File: config.mk
export PLATFORM = sky130hd
export DESIGN_NAME = clkpwr_ctrl
export DESIGN_NICKNAME = d
export VERILOG_FILES = /design/src/rtl/clkpwr_pkg.sv /design/src/rtl/keyseq_unlock.sv /design/src/rtl/ce_divider.sv /design/src/rtl/clkpwr_ctrl.sv
export SDC_FILE = /design/constraint.sdc
export NUM_CORES = 1
export LEC_CHECK = 0
export BUFFER_PORTS_ARGS = -buffer_cell sky130_fd_sc_hd__buf_4
export CORE_MARGIN = 3
export CORE_UTILIZATION = 61
export DETAILED_ROUTE_END_ITERATION = 8
export PLACE_DENSITY_LB_ADDON = 0.05
export SYNTH_ARGS = -nofsm -noshare
export SYNTH_HDL_FRONTEND = slang
export SYNTH_SLANG_ARGS = --single-unit
File: constraint.sdc
create_clock -name clk -period 6.3 [get_ports clk]
set_input_delay 0.63 -clock clk [delete_from_list [all_inputs] [get_ports clk]]
set_output_delay 0.63 -clock clk [all_outputs]
set_load 0.01 [all_outputs]
File: src/rtl/clkpwr_pkg.sv
package clkpwr_pkg;
  localparam int CDW = 3;
  localparam int AW  = 2;
  localparam int DW  = 8;

  localparam logic [AW-1:0] ADDR_CLK_KEY = 2'd0;
  localparam logic [AW-1:0] ADDR_CLK_DAT = 2'd1;
  localparam logic [AW-1:0] ADDR_PWR_KEY = 2'd2;
  localparam logic [AW-1:0] ADDR_PWR_DAT = 2'd3;

  localparam logic [2:0] MODE_ACTIVE = 3'b000;
  localparam logic [2:0] MODE_NAP    = 3'b010;

  typedef enum logic [1:0] {
    UL_IDLE   = 2'd0,
    UL_KEYED  = 2'd1,
    UL_LOADED = 2'd2
  } unlock_st_t;
endpackage

File: src/rtl/keyseq_unlock.sv
module keyseq_unlock
  import clkpwr_pkg::*;
#(
  parameter int            W_A       = 2,
  parameter int            W_D       = 8,
  parameter logic [W_A-1:0] KEY_ADDR  = '0,
  parameter logic [W_A-1:0] DATA_ADDR = '0,
  parameter logic [W_D-1:0] KEY_OPEN  = '0,
  parameter logic [W_D-1:0] KEY_CLOSE = '0
) (
  input  logic           clk,
  input  logic           rst_n,
  input  logic           wr,
  input  logic [W_A-1:0] addr,
  input  logic [W_D-1:0] wdata,
  output logic           commit,
  output logic [W_D-1:0] staged
);
  unlock_st_t st;

  // Any write in a non-idle state either advances or aborts to idle.
  always_ff @(posedge clk) begin
    if (!rst_n) begin
      st     <= UL_IDLE;
      staged <= '0;
    end else if (wr) begin
      unique case (st)
        UL_IDLE:   st <= (addr == KEY_ADDR && wdata == KEY_OPEN) ? UL_KEYED : UL_IDLE;
        UL_KEYED: begin
          if (addr == DATA_ADDR) begin
            staged <= wdata;
            st     <= UL_LOADED;
          end else begin
            st <= UL_IDLE;
          end
        end
        default:   st <= UL_IDLE;
      endcase
    end
  end

  assign commit = wr && (st == UL_LOADED) && (addr == KEY_ADDR) && (wdata == KEY_CLOSE);
endmodule

File: src/rtl/ce_divider.sv
module ce_divider #(
  parameter int             W_CD   = 3,
  parameter logic [W_CD-1:0] RST_CD = 3
) (
  input  logic            clk,
  input  logic            rst_n,
  input  logic [W_CD-1:0] cd,
  output logic            tick
);
  localparam int CW = (1 << W_CD) - 1;
  localparam logic [CW-1:0] ONE = 1;

  logic [CW-1:0]   cnt;
  logic [CW-1:0]   lim;
  logic [W_CD-1:0] cd_lat;

  assign lim  = (ONE << cd_lat) - ONE;
  assign tick = (cnt == lim);

  // The divide factor is sampled only at terminal count.
  always_ff @(posedge clk) begin
    if (!rst_n) begin
      cnt    <= '0;
      cd_lat <= RST_CD;
    end else if (tick) begin
      cnt    <= '0;
      cd_lat <= cd;
    end else begin
      cnt <= cnt + ONE;
    end
  end
endmodule

File: src/rtl/clkpwr_ctrl.sv
module clkpwr_ctrl
  import clkpwr_pkg::*;
#(
  parameter logic [DW-1:0]  CLK_KEY_OPEN  = 8'hAA,
  parameter logic [DW-1:0]  CLK_KEY_CLOSE = 8'h55,
  parameter logic [DW-1:0]  PWR_KEY_OPEN  = 8'h01,
  parameter logic [DW-1:0]  PWR_KEY_CLOSE = 8'hF4,
  parameter logic [CDW-1:0] RST_CD        = 3
) (
  input  logic           clk,
  input  logic           rst_n,
  input  logic           bus_wr,
  input  logic [AW-1:0]  bus_addr,
  input  logic [DW-1:0]  bus_wdata,
  input  logic           pll_lock,
  input  logic           wake_irq,
  output logic           core_ce,
  output logic [1:0]     src_sel,
  output logic [CDW-1:0] cd_val,
  output logic           nap,
  output logic           pll_irq
);
  logic          clk_commit, pwr_commit;
  logic [DW-1:0] clk_staged, pwr_staged;
  logic [2:0]    mode_q;
  logic [1:0]    pend_src;
  logic          pend_vld;
  logic          div_tick;
  logic          wake_go;

  keyseq_unlock #(
    .W_A(AW), .W_D(DW), .KEY_ADDR(ADDR_CLK_KEY), .DATA_ADDR(ADDR_CLK_DAT),
    .KEY_OPEN(CLK_KEY_OPEN), .KEY_CLOSE(CLK_KEY_CLOSE)
  ) u_clk_unlock (
    .clk(clk), .rst_n(rst_n), .wr(bus_wr), .addr(bus_addr), .wdata(bus_wdata),
    .commit(clk_commit), .staged(clk_staged)
  );

  keyseq_unlock #(
    .W_A(AW), .W_D(DW), .KEY_ADDR(ADDR_PWR_KEY), .DATA_ADDR(ADDR_PWR_DAT),
    .KEY_OPEN(PWR_KEY_OPEN), .KEY_CLOSE(PWR_KEY_CLOSE)
  ) u_pwr_unlock (
    .clk(clk), .rst_n(rst_n), .wr(bus_wr), .addr(bus_addr), .wdata(bus_wdata),
    .commit(pwr_commit), .staged(pwr_staged)
  );

  assign nap     = (mode_q == MODE_NAP);
  assign wake_go = nap && wake_irq;

  // Power register: a committed write wins over a same-cycle wake.
  always_ff @(posedge clk) begin
    if (!rst_n) begin
      mode_q <= MODE_ACTIVE;
      cd_val <= RST_CD;
    end else if (pwr_commit) begin
      mode_q <= pwr_staged[6:4];
      cd_val <= pwr_staged[CDW-1:0];
    end else if (wake_go) begin
      mode_q <= MODE_ACTIVE;
    end
  end

  // Clock source: committed value waits for a wake-up from nap.
  always_ff @(posedge clk) begin
    if (!rst_n) begin
      src_sel  <= 2'b00;
      pend_src <= 2'b00;
      pend_vld <= 1'b0;
    end else begin
      if (wake_go && pend_vld) src_sel <= pend_src;
      if (clk_commit) begin
        pend_src <= clk_staged[1:0];
        pend_vld <= 1'b1;
      end else if (wake_go) begin
        pend_vld <= 1'b0;
      end
    end
  end

  always_ff @(posedge clk) begin
    if (!rst_n) pll_irq <= 1'b0;
    else        pll_irq <= !pll_lock;
  end

  ce_divider #(.W_CD(CDW), .RST_CD(RST_CD)) u_div (
    .clk(clk), .rst_n(rst_n), .cd(cd_val), .tick(div_tick)
  );

  assign core_ce = div_tick && pll_lock && !nap;
endmodule

# Word level (Yosys, flattened, before mapping)

Index checks and enable logic that the tools add are counted.

Reduce and logical (&&, ||, !) cells: 22
Muxes and demuxes: 10
Equal/unequal tests: 13
Bitwise logic cells: 1
Add/subtract/negate cells: 2
Shift-type cells: 1

Operators with widths:

| cell                | count |
|---|---|
| $eq 8x8->1 const B  | 2 |
| $logic_and 1x1->1   | 12 |
| $eq 2x2->1 const B  | 4 |
| $eq 8x1->1 const B  | 1 |
| $eq 8x7->1 const B  | 1 |
| $pmux 2 s2          | 2 |
| $add 7x1->7 const B | 1 |
| $eq 7x7->1          | 1 |
| $shl 1x3->7 const A | 1 |
| $sub 7x1->7 const B | 1 |
| $eq 2x1->1 const B  | 3 |
| $logic_not 2->1     | 3 |
| $mux 3              | 2 |
| $reduce_and 3->1    | 2 |
| $mux 1              | 4 |
| $mux 2              | 2 |
| $reduce_bool 2->1   | 2 |
| $eq 3x2->1 const B  | 1 |
| $logic_not 1->1     | 2 |
| $reduce_or 2->1     | 1 |
| $not 1->1           | 1 |

Flip-flop bits (word level): 35
Input bits: 15

# Longest topological paths before layout

Depth in word-level cells: 5
Mapped depth: 12
Mapped depth without buffers: 9

# Modules after synthesis

Synthesis repeated with hierarchy kept, for this count alone.

Cell total of the unflattened synthesis: 203
Area total of the unflattened synthesis: 1956.9 um^2

By module, submodules not included:

| module                        | instances | cells each | area each (um^2) |
|---|---|---|---|
| ce_divider                    | 1         | 59         | 568.0 |
| keyseq_unlock at u_clk_unlock | 1         | 50         | 481.7 |
| clkpwr_ctrl                   | 1         | 45         | 478.0 |
| keyseq_unlock at u_pwr_unlock | 1         | 49         | 429.2 |

# Worst setup path before layout

OpenSTA, ideal clock, no wires.

Kind: register to output
Start point: reg u_div.cd_lat[1]
End point: out core_ce
Data required time: 5.670 ns
Data arrival time: 2.153 ns
Setup slack: 3.517 ns
Cell stages (with the launch flop): 12
Buffers on the path: 3
Cell sequence: dfxtp_1 -> buf_6 -> or3_4 -> ha_1 -> buf_2 -> nor3_1 -> a21oi_1 -> o211ai_1 -> nand3_1 -> nor3b_2 -> buf_6 -> and3b_1

Word-level cells in the longest chain between the ends: 5

Ends and longest elaborated chain:

| what                           | line              | text |
|---|---|---|
| start: declaration             | ce_divider.sv:15  | `logic [W_CD-1:0] cd_lat;` |
| start signal: assignment       | ce_divider.sv:24  | `cd_lat <= RST_CD;` |
| start signal: assignment       | ce_divider.sv:27  | `cd_lat <= cd;` |
| $shl 1x3->7                    | ce_divider.sv:17  | `assign lim = (ONE << cd_lat) - ONE;` |
| $sub 7x1->7                    | ce_divider.sv:17  |  |
| $eq 7x7->1                     | ce_divider.sv:18  | `assign tick = (cnt == lim);` |
| $logic_and 1x1->1 (2 in a row) | clkpwr_ctrl.sv:89 | `assign core_ce = div_tick && pll_lock && !nap;` |
| end: declaration               | clkpwr_ctrl.sv:17 | `output logic core_ce,` |

No other way between the ends.

# Worst setup path after layout

Start point: reg u_div.cd_lat[0]
End point: out core_ce

Same word-level chain as after synthesis.

==> impl_metrics.py <==
metrics = {
    "timing": {
        "rsz0062_at_grt": "false",
        "fmax_mhz": 259,
        "fin_crit_ns": 3.87,
        "worstMarginPinSlew_ns": 0.691,
        "slew_viol_final": 0,
        "setup_tns_ns": 0,
        "relSlewSlack": 0.538,
        "hold_violations": 0,
        "finClkSkew_ns": 0.00643,
        "post-route-period-util": 0.614,
        "setup_viol": 0,
    },
    "finish": {
        "num_antenna_cells": 0,
        "postLayoutCellArea_um2": 1890,
        "final_cell_mix": "dfxtp_1 (34), nor2b_1 (23), buf_4 (22)",
        "mostFrequentLayoutCell": "dfxtp_1",
        "area_growth_syn_to_layout_pct": 8.32,
        "finish.net_count": 215,
        "drive_above_1_share": 0.177,
    },
    "placed_design": {
        "place_congestion": 0.897,
        "place_area_um2": 1840,
        "io_buffers": 22,
        "hpwl_um": 2380,
    },
    "route": {
        "avgViaCountPerCell": 5.93,
        "totalWireLength_um": 3200,
        "drc": 0,
        "drt_first_pass_iters": 4,
        "initialDrtViolationCount": 102,
        "ant_nets": 0,
        "post_drt_wl_per_cell_um": 14.0,
        "vias": 1351,
    },
    "floorplanning": {
        "die_area_um2": 3540,
        "start_util": 0.674,
        "core_area_um2": 2590,
        "num_rows": 18,
        "die_h_um": 59.5,
        "die_w_um": 59.5,
        "pin_count": 23,
    },
    "worst_setup_path": {
        "critPathKind": "flop to output pin",
        "worst_setup_path_start_kind": "flop",
        "rr_worst_depth": 8,
        "critPathArrivalTime_ns": 3.24,
        "required_ns": 5.67,
        "crit_fanout": 12,
        "cp-end-kind": "output pin",
    },
    "worst_hold_path": {
        "hold_depth": 2,
        "min-delay-path-class": "primary input to flop",
    },
    "synth": {
        "seq_area_frac_synth": 0.390,
        "syn_nets": 198,
        "synth_cell_types": 41,
        "synth.avg_cell_area_um2": 9.64,
        "synth-seq-cells": 34,
        "ys.flop_type": "dfxtp_1",
        "yosys_warnings": 0,
        "synth_edf_count": 0,
        "async_flop_share": 0,
        "netlist_instances": 181,
        "synth_area_um2": 1750,
    },
    "global_routing": {
        "grt_use_total": 0.201,
        "antenna_found_initial": 0,
        "first_global_vias": 1316,
        "gr-total-overflow": 0,
        "grt_pass1_wl_um": 5420,
        "grt_max_degree": 38,
    },
    "pwr": {
        "power_uw": 353,
        "clkPwrFrac": 0.305,
        "p_sw_frac": 0.231,
        "ir_drop_mv": 0.233,
        "comb_power_share": 0.072,
        "internal_power_uw": 271,
        "p_leak_uw": 0.000812,
        "pwr-share-seq": 0.623,
        "p_per_area_nw_per_um2": 187,
        "switching_power_uw": 81.6,
    },
    "cts": {
        "cts_made_buffers": 5,
        "insertion_delay_ns": 0.32,
        "ctsHtreeMaxLevel": 2,
        "cts_resized": 0,
        "clockBufferDepth": 2,
        "clk_pin_slew_ns": 0.10,
        "clock_sinks": 34,
        "cts_hold_buf": 0,
        "cts_root_buffer": "clkbuf_4",
        "cts_tree": "yes",
        "post_cts_buffers": 0,
    },
    "status": {
        "status": "finished clean",
    },
    "job": {
        "cap_viol_max_count": 0,
    },
}
power by group through the flow:
stage	registers, uW	logic, uW	clock network (uW)
2_1_floorplan	223	15.2	0
3_3_place_gp	225	24.4	0
3_5_place_dp	225	25.2	0
4_1_cts	220	25.3	111
5_1_grt	220	27.6	120
6_report	220	25.5	108
cell families (layout without fill, tap and decap cells):
family | Yosys count | count (layout) | share of synthesized area
multiplexers | 21 | 21 | 0.120
adder cells (fa/ha/maj) | 2 | 2 | 0.0143
AND/OR/NAND/NOR | 80 | 80 | 0.291
XOR/XNOR | 7 | 7 | 0.0351
AO/OA/AOI/OAI | 22 | 22 | 0.0824
flip-flops | 34 | 34 | 0.390
buffers and inverters | 15 | 32 | 0.0667
worst max-delay path: stages (launching register included):
cell and delay [ns]:
dfxtp_1 0.43, or3_4 0.44, ha_1 0.34, xnor2_1 0.20
o31ai_1 0.24, a21oi_1 0.08, o221ai_1 0.19, nor3b_2 0.62
and3b_1 0.26, buf_4 0.12
layer usage:
metal	wire [um]	vias up	track usage
met1	1400	633	0.220
met5	0	-	0
met4	46	0	0.0854
met2	1620	35	0.367
met3	131	5	0.0479
li1	-	678	-
cells in the mapped netlist (2+ instances only):
master | instances | share of area
o21ai_0 | 3 | 0.0086
and3_1 | 5 | 0.018
nand3_1 | 7 | 0.020
xor2_1 | 2 | 0.010
nor3_1 | 6 | 0.017
dfxtp_1 | 34 | 0.39
nand2b_1 | 4 | 0.014
a21boi_0 | 3 | 0.013
nand4_1 | 5 | 0.018
buf_6 | 2 | 0.013
nor2b_1 | 23 | 0.082
o211ai_1 | 3 | 0.013
buf_2 | 2 | 0.0057
o21a_1 | 2 | 0.0086
mux2i_1 | 21 | 0.12
nor4bb_1 | 2 | 0.011
nor2_1 | 5 | 0.011
clkbuf_1 | 5 | 0.011
xnor2_1 | 5 | 0.025
ha_1 | 2 | 0.014
a21oi_1 | 6 | 0.017
nor3b_1 | 7 | 0.030
inv_1 | 3 | 0.0065
and2b_2 | 2 | 0.010
nand2_1 | 6 | 0.013
final timing paths:
path,start,end,slack [ns]
min,pll_lock,pll_irq,0.46
max,u_div.cd_lat[0],core_ce,2.43
max reg2reg,u_div.cd_lat[0],u_div.cnt[1],3.39
min reg2reg,pend_vld,pend_vld,0.47
cell type report:
cell class | instances | area, um^2
flip-flops and latches | 34 | 681
clock buffers | 5 | 37.5
inverters | 3 | 11.3
well taps | 30 | 37.5
multi-input cells | 132 | 948
repair buffers | 22 | 165
clock inverters | 2 | 10.0
fillers | 197 | 699
through the flow:
stage	std cells	util	hold slack, ns	worst slack, ns
final	228	0.730	0.455	2.43
after global routing	228	0.730	0.437	2.24
after CTS	228	0.730	0.446	2.43
after detailed placement	221	0.712	0.458	2.75
after global placement	221	0.712	0.455	2.96
after floorplan	181	-	0.441	3.52
sequential cells by signal, summed over array words and instances, names as in the netlist, 3 cells and up:
| register | cells |
|---|---|
| cd_val | 3 |
| u_div.cd_lat | 3 |
| u_pwr_unlock.staged | 6 |
| u_div.cnt | 7 |
| mode_q | 3 |
Power figures use the tool's default switching activity.
